$ cat src/rtl/devctl_pkg.sv
package devctl_pkg;
  localparam int unsigned DW = 16;

  localparam int unsigned B_RAMP  = 15;
  localparam int unsigned B_SYNC  = 14;
  localparam int unsigned B_HOLD  = 11;
  localparam int unsigned B_MUTE  = 9;
  localparam int unsigned B_HADJ  = 7;
  localparam int unsigned B_LADJ  = 5;
  localparam int unsigned B_CAL   = 3;
  localparam int unsigned B_MUX   = 2;
  localparam int unsigned B_SRST  = 1;
  localparam int unsigned B_PD    = 0;
  localparam int unsigned ADJ_W   = 2;

  localparam logic [DW-1:0] WR_MASK  = 16'hCBE5;
  localparam logic [DW-1:0] FIX_VAL  = 16'h2018;
  localparam logic [DW-1:0] DEF_VAL  = 16'h221C;

  typedef struct packed {
    logic cal;
    logic ramp;
    logic sync;
  } act_t;
endpackage

$ cat src/rtl/devctl_fields.sv
module devctl_fields
  import devctl_pkg::*;
(
  input  logic          clk_i,
  input  logic          rst_ni,
  input  logic          wr_en_i,
  input  logic [DW-1:0] wr_data_i,
  input  logic          ramp_done_i,
  output logic [DW-1:0] word_o,
  output logic          illegal_o
);
  logic [DW-1:0] var_q, var_d;
  logic          ill_q, ill_d;
  logic          srst;

  assign srst = wr_en_i & wr_data_i[B_SRST];

  always_comb begin
    var_d = var_q;
    ill_d = ill_q;
    if (wr_en_i) begin
      if (srst) begin
        var_d = DEF_VAL & WR_MASK;
      end else begin
        var_d = wr_data_i & WR_MASK;
        if (!wr_data_i[B_CAL]) ill_d = 1'b1;
      end
    end else if (ramp_done_i) begin
      var_d[B_RAMP] = 1'b0;
    end
  end

  always_ff @(posedge clk_i or negedge rst_ni) begin
    if (!rst_ni) begin
      var_q <= DEF_VAL & WR_MASK;
      ill_q <= 1'b0;
    end else begin
      var_q <= var_d;
      ill_q <= ill_d;
    end
  end

  assign word_o    = var_q | FIX_VAL;
  assign illegal_o = ill_q;


  fixed_bits_chk: assert property (@(posedge clk_i) disable iff (!rst_ni)
    (word_o[13:12] == 2'b10) && !word_o[10] && word_o[4] && word_o[3] && !word_o[1]);

  illegal_sticky_chk: assert property (@(posedge clk_i) disable iff (!rst_ni)
    illegal_o |=> illegal_o);

  srst_default_chk: assert property (@(posedge clk_i) disable iff (!rst_ni)
    srst |=> (word_o == DEF_VAL));
endmodule

$ cat src/rtl/devctl_actions.sv
module devctl_actions
  import devctl_pkg::*;
(
  input  logic          clk_i,
  input  logic          rst_ni,
  input  logic          wr_en_i,
  input  logic [DW-1:0] wr_data_i,
  input  logic          sync_cur_i,
  output act_t          act_o
);
  act_t act_q, act_d;
  logic ok, run;

  assign ok  = wr_en_i & ~wr_data_i[B_SRST];
  assign run = ok & ~wr_data_i[B_PD];

  always_comb begin
    act_d.cal  = run & wr_data_i[B_CAL];
    act_d.ramp = run & wr_data_i[B_RAMP];
    act_d.sync = ok & wr_data_i[B_SYNC] & ~sync_cur_i;
  end

  always_ff @(posedge clk_i or negedge rst_ni) begin
    if (!rst_ni) act_q <= '0;
    else         act_q <= act_d;
  end

  assign act_o = act_q;


  cal_after_wr_chk: assert property (@(posedge clk_i) disable iff (!rst_ni)
    act_o.cal |-> $past(wr_en_i));

  ramp_after_wr_chk: assert property (@(posedge clk_i) disable iff (!rst_ni)
    act_o.ramp |-> $past(wr_en_i));

  sync_rise_chk: assert property (@(posedge clk_i) disable iff (!rst_ni)
    act_o.sync |-> ($past(wr_en_i) && !$past(sync_cur_i)));

  srst_quiet_chk: assert property (@(posedge clk_i) disable iff (!rst_ni)
    (wr_en_i && wr_data_i[B_SRST]) |=> (act_o == '0));

  pd_block_chk: assert property (@(posedge clk_i) disable iff (!rst_ni)
    (wr_en_i && wr_data_i[B_PD]) |=> (!act_o.cal && !act_o.ramp));
endmodule

$ cat src/rtl/devctl_reg.sv
module devctl_reg
  import devctl_pkg::*;
(
  input  logic          clk_i,
  input  logic          rst_ni,
  input  logic          wr_en_i,
  input  logic [15:0]   wr_data_i,
  input  logic          cal_busy_i,
  input  logic          ramp_done_i,
  output logic [15:0]   rd_data_o,
  output logic          ramp_en_o,
  output logic          sync_en_o,
  output logic          addr_hold_o,
  output logic          mute_en_o,
  output logic [1:0]    cal_hi_adj_o,
  output logic [1:0]    cal_lo_adj_o,
  output logic          cal_en_o,
  output logic          mux_sel_o,
  output logic          pwr_dn_o,
  output logic          cal_start_o,
  output logic          ramp_start_o,
  output logic          sync_pulse_o,
  output logic          mute_o,
  output logic          illegal_wr_o
);
  logic [DW-1:0] word;
  act_t          act;

  devctl_fields u_fields (
    .clk_i, .rst_ni, .wr_en_i, .wr_data_i, .ramp_done_i,
    .word_o(word), .illegal_o(illegal_wr_o)
  );

  devctl_actions u_actions (
    .clk_i, .rst_ni, .wr_en_i, .wr_data_i,
    .sync_cur_i(word[B_SYNC]), .act_o(act)
  );

  assign rd_data_o    = word;
  assign ramp_en_o    = word[B_RAMP];
  assign sync_en_o    = word[B_SYNC];
  assign addr_hold_o  = word[B_HOLD];
  assign mute_en_o    = word[B_MUTE];
  assign cal_hi_adj_o = word[B_HADJ +: ADJ_W];
  assign cal_lo_adj_o = word[B_LADJ +: ADJ_W];
  assign cal_en_o     = word[B_CAL];
  assign mux_sel_o    = word[B_MUX];
  assign pwr_dn_o     = word[B_PD];
  assign cal_start_o  = act.cal;
  assign ramp_start_o = act.ramp;
  assign sync_pulse_o = act.sync;
  assign mute_o       = mute_en_o & cal_busy_i;


  cal_one_cycle_chk: assert property (@(posedge clk_i) disable iff (!rst_ni)
    (cal_start_o && !$past(wr_en_i, 2)) |=> !cal_start_o || $past(wr_en_i));

  mute_chk: assert property (@(posedge clk_i) disable iff (!rst_ni)
    mute_o |-> (rd_data_o[B_MUTE] && cal_busy_i));
endmodule

$ cat config.mk
export PLATFORM = sky130hd
export DESIGN_NAME = devctl_reg
export DESIGN_NICKNAME = d
export VERILOG_FILES = /design/src/rtl/devctl_pkg.sv /design/src/rtl/devctl_fields.sv /design/src/rtl/devctl_actions.sv /design/src/rtl/devctl_reg.sv
export SDC_FILE = /design/constraint.sdc
export NUM_CORES = 1
export LEC_CHECK = 0
export BUFFER_PORTS_ARGS = -buffer_cell sky130_fd_sc_hd__buf_2
export CORE_MARGIN = 4
export CORE_UTILIZATION = 35
export DETAILED_ROUTE_END_ITERATION = 8
export GPL_ROUTABILITY_DRIVEN = 0
export HOLD_SLACK_MARGIN = 0.1
export PLACE_DENSITY_LB_ADDON = 0.1
export SYNTH_ARGS = -nofsm -noshare
export SYNTH_HDL_FRONTEND = slang
export SYNTH_SLANG_ARGS = --single-unit
export TNS_END_PERCENT = 30
$ cat constraint.sdc
create_clock -name clk_i -period 0.95 [get_ports clk_i]
set_input_delay 0.095 -clock clk_i [delete_from_list [all_inputs] [get_ports clk_i]]
set_output_delay 0.095 -clock clk_i [all_outputs]
set_load 0.01 [all_outputs]
## Yosys cells after proc, flatten, opt, wreduce, memory -nomap -nowiden

Cells that the tools add are included.

- Register bits: 20
- Output and inout port bits: 32
- Logic and storage cells: 24

- Multiplexer cells: 3
- Bitwise operators: 13
- Reduce and logical (&&, ||, !) cells: 2

Operators by type and width:

| kind | count |
|---|---|
| two-way mux 16 bit | 1 |
| bitwise AND 1 bit | 8 |
| inverter 1 bit | 5 |
| AND reduction 3 bit | 1 |
| two-way mux 1 bit | 2 |
| nonzero test 2 bit | 1 |

## Logic depth before layout (Yosys ltp)

- Depth in word-level cells: 4
- Mapped depth: 3

## By module

From an unflattened synthesis, not the netlist that was laid out.

- Cell total of the unflattened synthesis: 53
- Area total of the unflattened synthesis: 665.6 sq um

By module, submodules not included:

| module | times used | cells each | area each (sq um) |
|---|---|---|---|
| devctl_fields | 1 | 35 | 464.2 |
| devctl_actions | 1 | 6 | 112.6 |
| devctl_reg | 1 | 12 | 88.8 |

## Worst setup path after synthesis

OpenSTA, ideal clock, no wires.

- Kind: reg2out
- Start: register u_fields.var_q[9]
- End: output mute_o
- Data arrival time: 0.721 ns
- Required time: 0.855 ns
- Path slack: 0.134 ns
- Cell stages (with the launch flop): 2
- Buffers on the path: 0
- Cells stage by stage: dfstp_2 and2_1

- Longest elaborated chain between the ends: 1

Ends and longest elaborated chain:

| what | RTL line | RTL |
|---|---|---|
| start: declaration | devctl_fields.sv:12 | `logic [DW-1:0] var_q, var_d;` |
| start signal: assignment | devctl_fields.sv:35 | `var_q <= DEF_VAL & WR_MASK;` |
| start signal: assignment | devctl_fields.sv:38 | `var_q <= var_d;` |
| bitwise AND 1 bit | devctl_reg.sv:52 | `assign mute_o = mute_en_o & cal_busy_i;` |
| end: declaration | devctl_reg.sv:23 | `output logic mute_o,` |

No other way between the ends.

## Worst setup path in the final report

Ends and elaborated chain as after synthesis.

==> results.txt <==
Layout cells sized above 1: 0.4766
Fmax: 880.9 MHz
I/O Buffers: 41
Critical path class: flop to primary output
H-tree depth: 1
Mapped Cells: 64
Hold depth: 2
Yosys top cell area share: 0.4324
CTS Buffer Depth: 2
Hold WC Path Type: primary input to flop
Worst EP arrival: 1040 ps
CTS Buf Count: 3
Via count: 561
Inst Count DP: 117
Most frequent cell after synthesis: buf_4
Syn Area/Cell: 10.85 µm²
Async S/R FF share, synth: 1.000
Largest net degree at the start of global routing: 15
Outcome: complete, but fails checks
Num Clock Sinks: 14
Total power: 1.262 mW
Routed WL per cell: 11.61 µm
GR Overflow Total: 0
Leakage: 0.5164 nW
Syn-to-layout area delta: 38.92%
R2R Path End: u_fields.var_q[9]
Area of the mapped netlist: 694.4 µm²
Crit path launch type: flop
CORE AREA: 0.001802 mm²
Diode count: 0
Setup TNS: -506.6 ps
Worst-path clk slew: 80 ps
Post-Place Cell Area: 813.3 µm²
Vias per cell: 4.250
Initial DRC count: 5
Commonest cells post-synth: buf_4, dfrtp_1, nand2_1, nor2_1, o2bb2ai_1
Post-synthesis sequential area ratio: 0.5081
Area of the die: 0.002760 mm²
Initial Utilization: 0.3854
Nets: 130
Clock latency on the worst-skew pair: 260 ps
Yosys cell types: 20
Fin worst setup slack: -185.2 ps
Root Buffer: clkbuf_4
Power density over cell area: 1308 mW/mm²
Chip width: 52.54 µm
# IOs: 53
Die Span Y: 52.54 µm
Register-to-Register Path Depth: 2
CP endpoint: mute_o
Final Util: 0.5354
Post-synthesis register bit count: 14
Worst R2R Start: u_fields.var_q[9]
Failing checks: negative setup slack
Slew Limit Fails: 0
Synth warn: 0
Worst Setup End Kind: primary output
FP Rows: 15
GRT Total Usage: 0.1158
Synth area leader: dfrtp_1
Antenna-violating nets left: 0
Number of flops mapped to enable cells by yosys: 0
DRC violations left: 0
CP Launch Point: u_fields.var_q[9]
Min cycle time layout: 1135 ps
Peak supply drop: 0.8103 mV
Final WL: 1532 µm
Final period utilization: 1.195
Final setup fails: 5
CTS tree: yes
Maxcap violations: 0
CP Data Required Time: 850 ps
Setup bufs post-CTS: 0
Main flop type after synthesis: dfrtp_1
Count of final hold-check violations: 0
Unrepaired setup endpoints after global routing: true
DP HPWL: 1137 µm
Worst Skew: 0.07558 ps
Critical path peak fanout: 4
Global-route wire length before repair: 2373 µm
Final std cells w/o fill: 132
Drt pass-1 iters: 4
Largest cells by area after synthesis: dfrtp_1, buf_4, dfstp_2
Final Cell Area: 964.7 µm²
Initial antenna violation count: 0
R2R Setup Slk: 170 ps
Vias in the first global route: 544
==> worst max-delay path, stage by stage, from the launching register on <==
cell and delay (ps):
dfstp_2 550, and2_4 140, buf_6 90
==> cell usage in the layout (no fill, tap or decap) <==
cell type / n
buf_2: 40
dlygate4sd3_1: 12
dfrtp_1: 12
conb_1: 7
nor2_1: 5
nand2_1: 5
o2bb2ai_1: 5
clkbuf_4: 3
nor3b_1: 2
a21oi_1: 2
a22o_1: 2
dfstp_2: 2
nand2b_4: 1
inv_2: 1
nor4b_2: 1
and2_4: 1
nor2b_1: 1
o21bai_1: 1
inv_1: 1
a32o_1: 1
buf_6: 1
buf_4: 1
==> power breakdown <==
part | leakage [nW] | internal (mW) | total, mW | switching [mW]
combinational | 0.327 | 0.144 | 0.287 | 0.143
sequential | 0.175 | 0.637 | 0.662 | 0.0250
clock | 0.0138 | 0.146 | 0.314 | 0.167
==> how the worst min path moves through the flow <==
stage	from	to	slack, ps
3_5_place_dp	rst_ni	u_fields.var_q[5]	9
6_report	wr_en_i	u_fields.var_q[2]	150
2_1_floorplan	rst_ni	u_actions.act_o[0]	-200
3_3_place_gp	rst_ni	u_fields.var_q[5]	10
5_1_grt	wr_en_i	u_fields.var_q[2]	160
4_1_cts	wr_en_i	u_fields.var_q[9]	150
==> logic make-up after synthesis <==
| family | share of synthesized area |
|---|---|
| AND/OR/NAND/NOR | 0.1351 |
| other | 0.01081 |
| flip-flops | 0.5081 |
| AO/OA/AOI/OAI | 0.1279 |
| buffers and inverters | 0.2180 |
==> layer usage <==
layer  track usage  vias to the layer above  part of all wire
met2        0.2066                       29              0.49
li1              -                      278                 -
met1        0.1279                      254              0.39
met4       0.05106                        0                 0
met5             0                        -                 0
met3       0.02849                        0              0.11
==> through the flow <==
stage,hold WS [ps],setup WS [ps]
2_1_floorplan,-200.6,133.7
6_report,150.7,-185.2
4_1_cts,149.3,-202.5
5_1_grt,158.3,-234.6
3_5_place_dp,9.089,96.53
3_3_place_gp,10.32,105.8
==> area by class of cell <==
cell class                      instances  area, µm²
Clock buffer                            3      22.52
Fill cell                             182      837.1
Inverter                                2      7.507
Multi-Input combinational cell         34      211.5
Sequential cell                        14      352.8
Tap cell                               25      31.28
Timing Repair Buffer                   54      339.1
==> state kept, by name, summed over array words and instances (netlist names) <==
register            flops
u_fields.var_q         10
u_actions.act_o         3
u_fields.illegal_o      1
==> timing repair <==
item	CTS	global route
hold buffers	12	0
gates resized for setup	0	2
endpoints found under the setup margin	5	7
pin swaps	1	0
hold endpoints to repair	28	0
No activity file was read; power rests on OpenSTA's default activity.
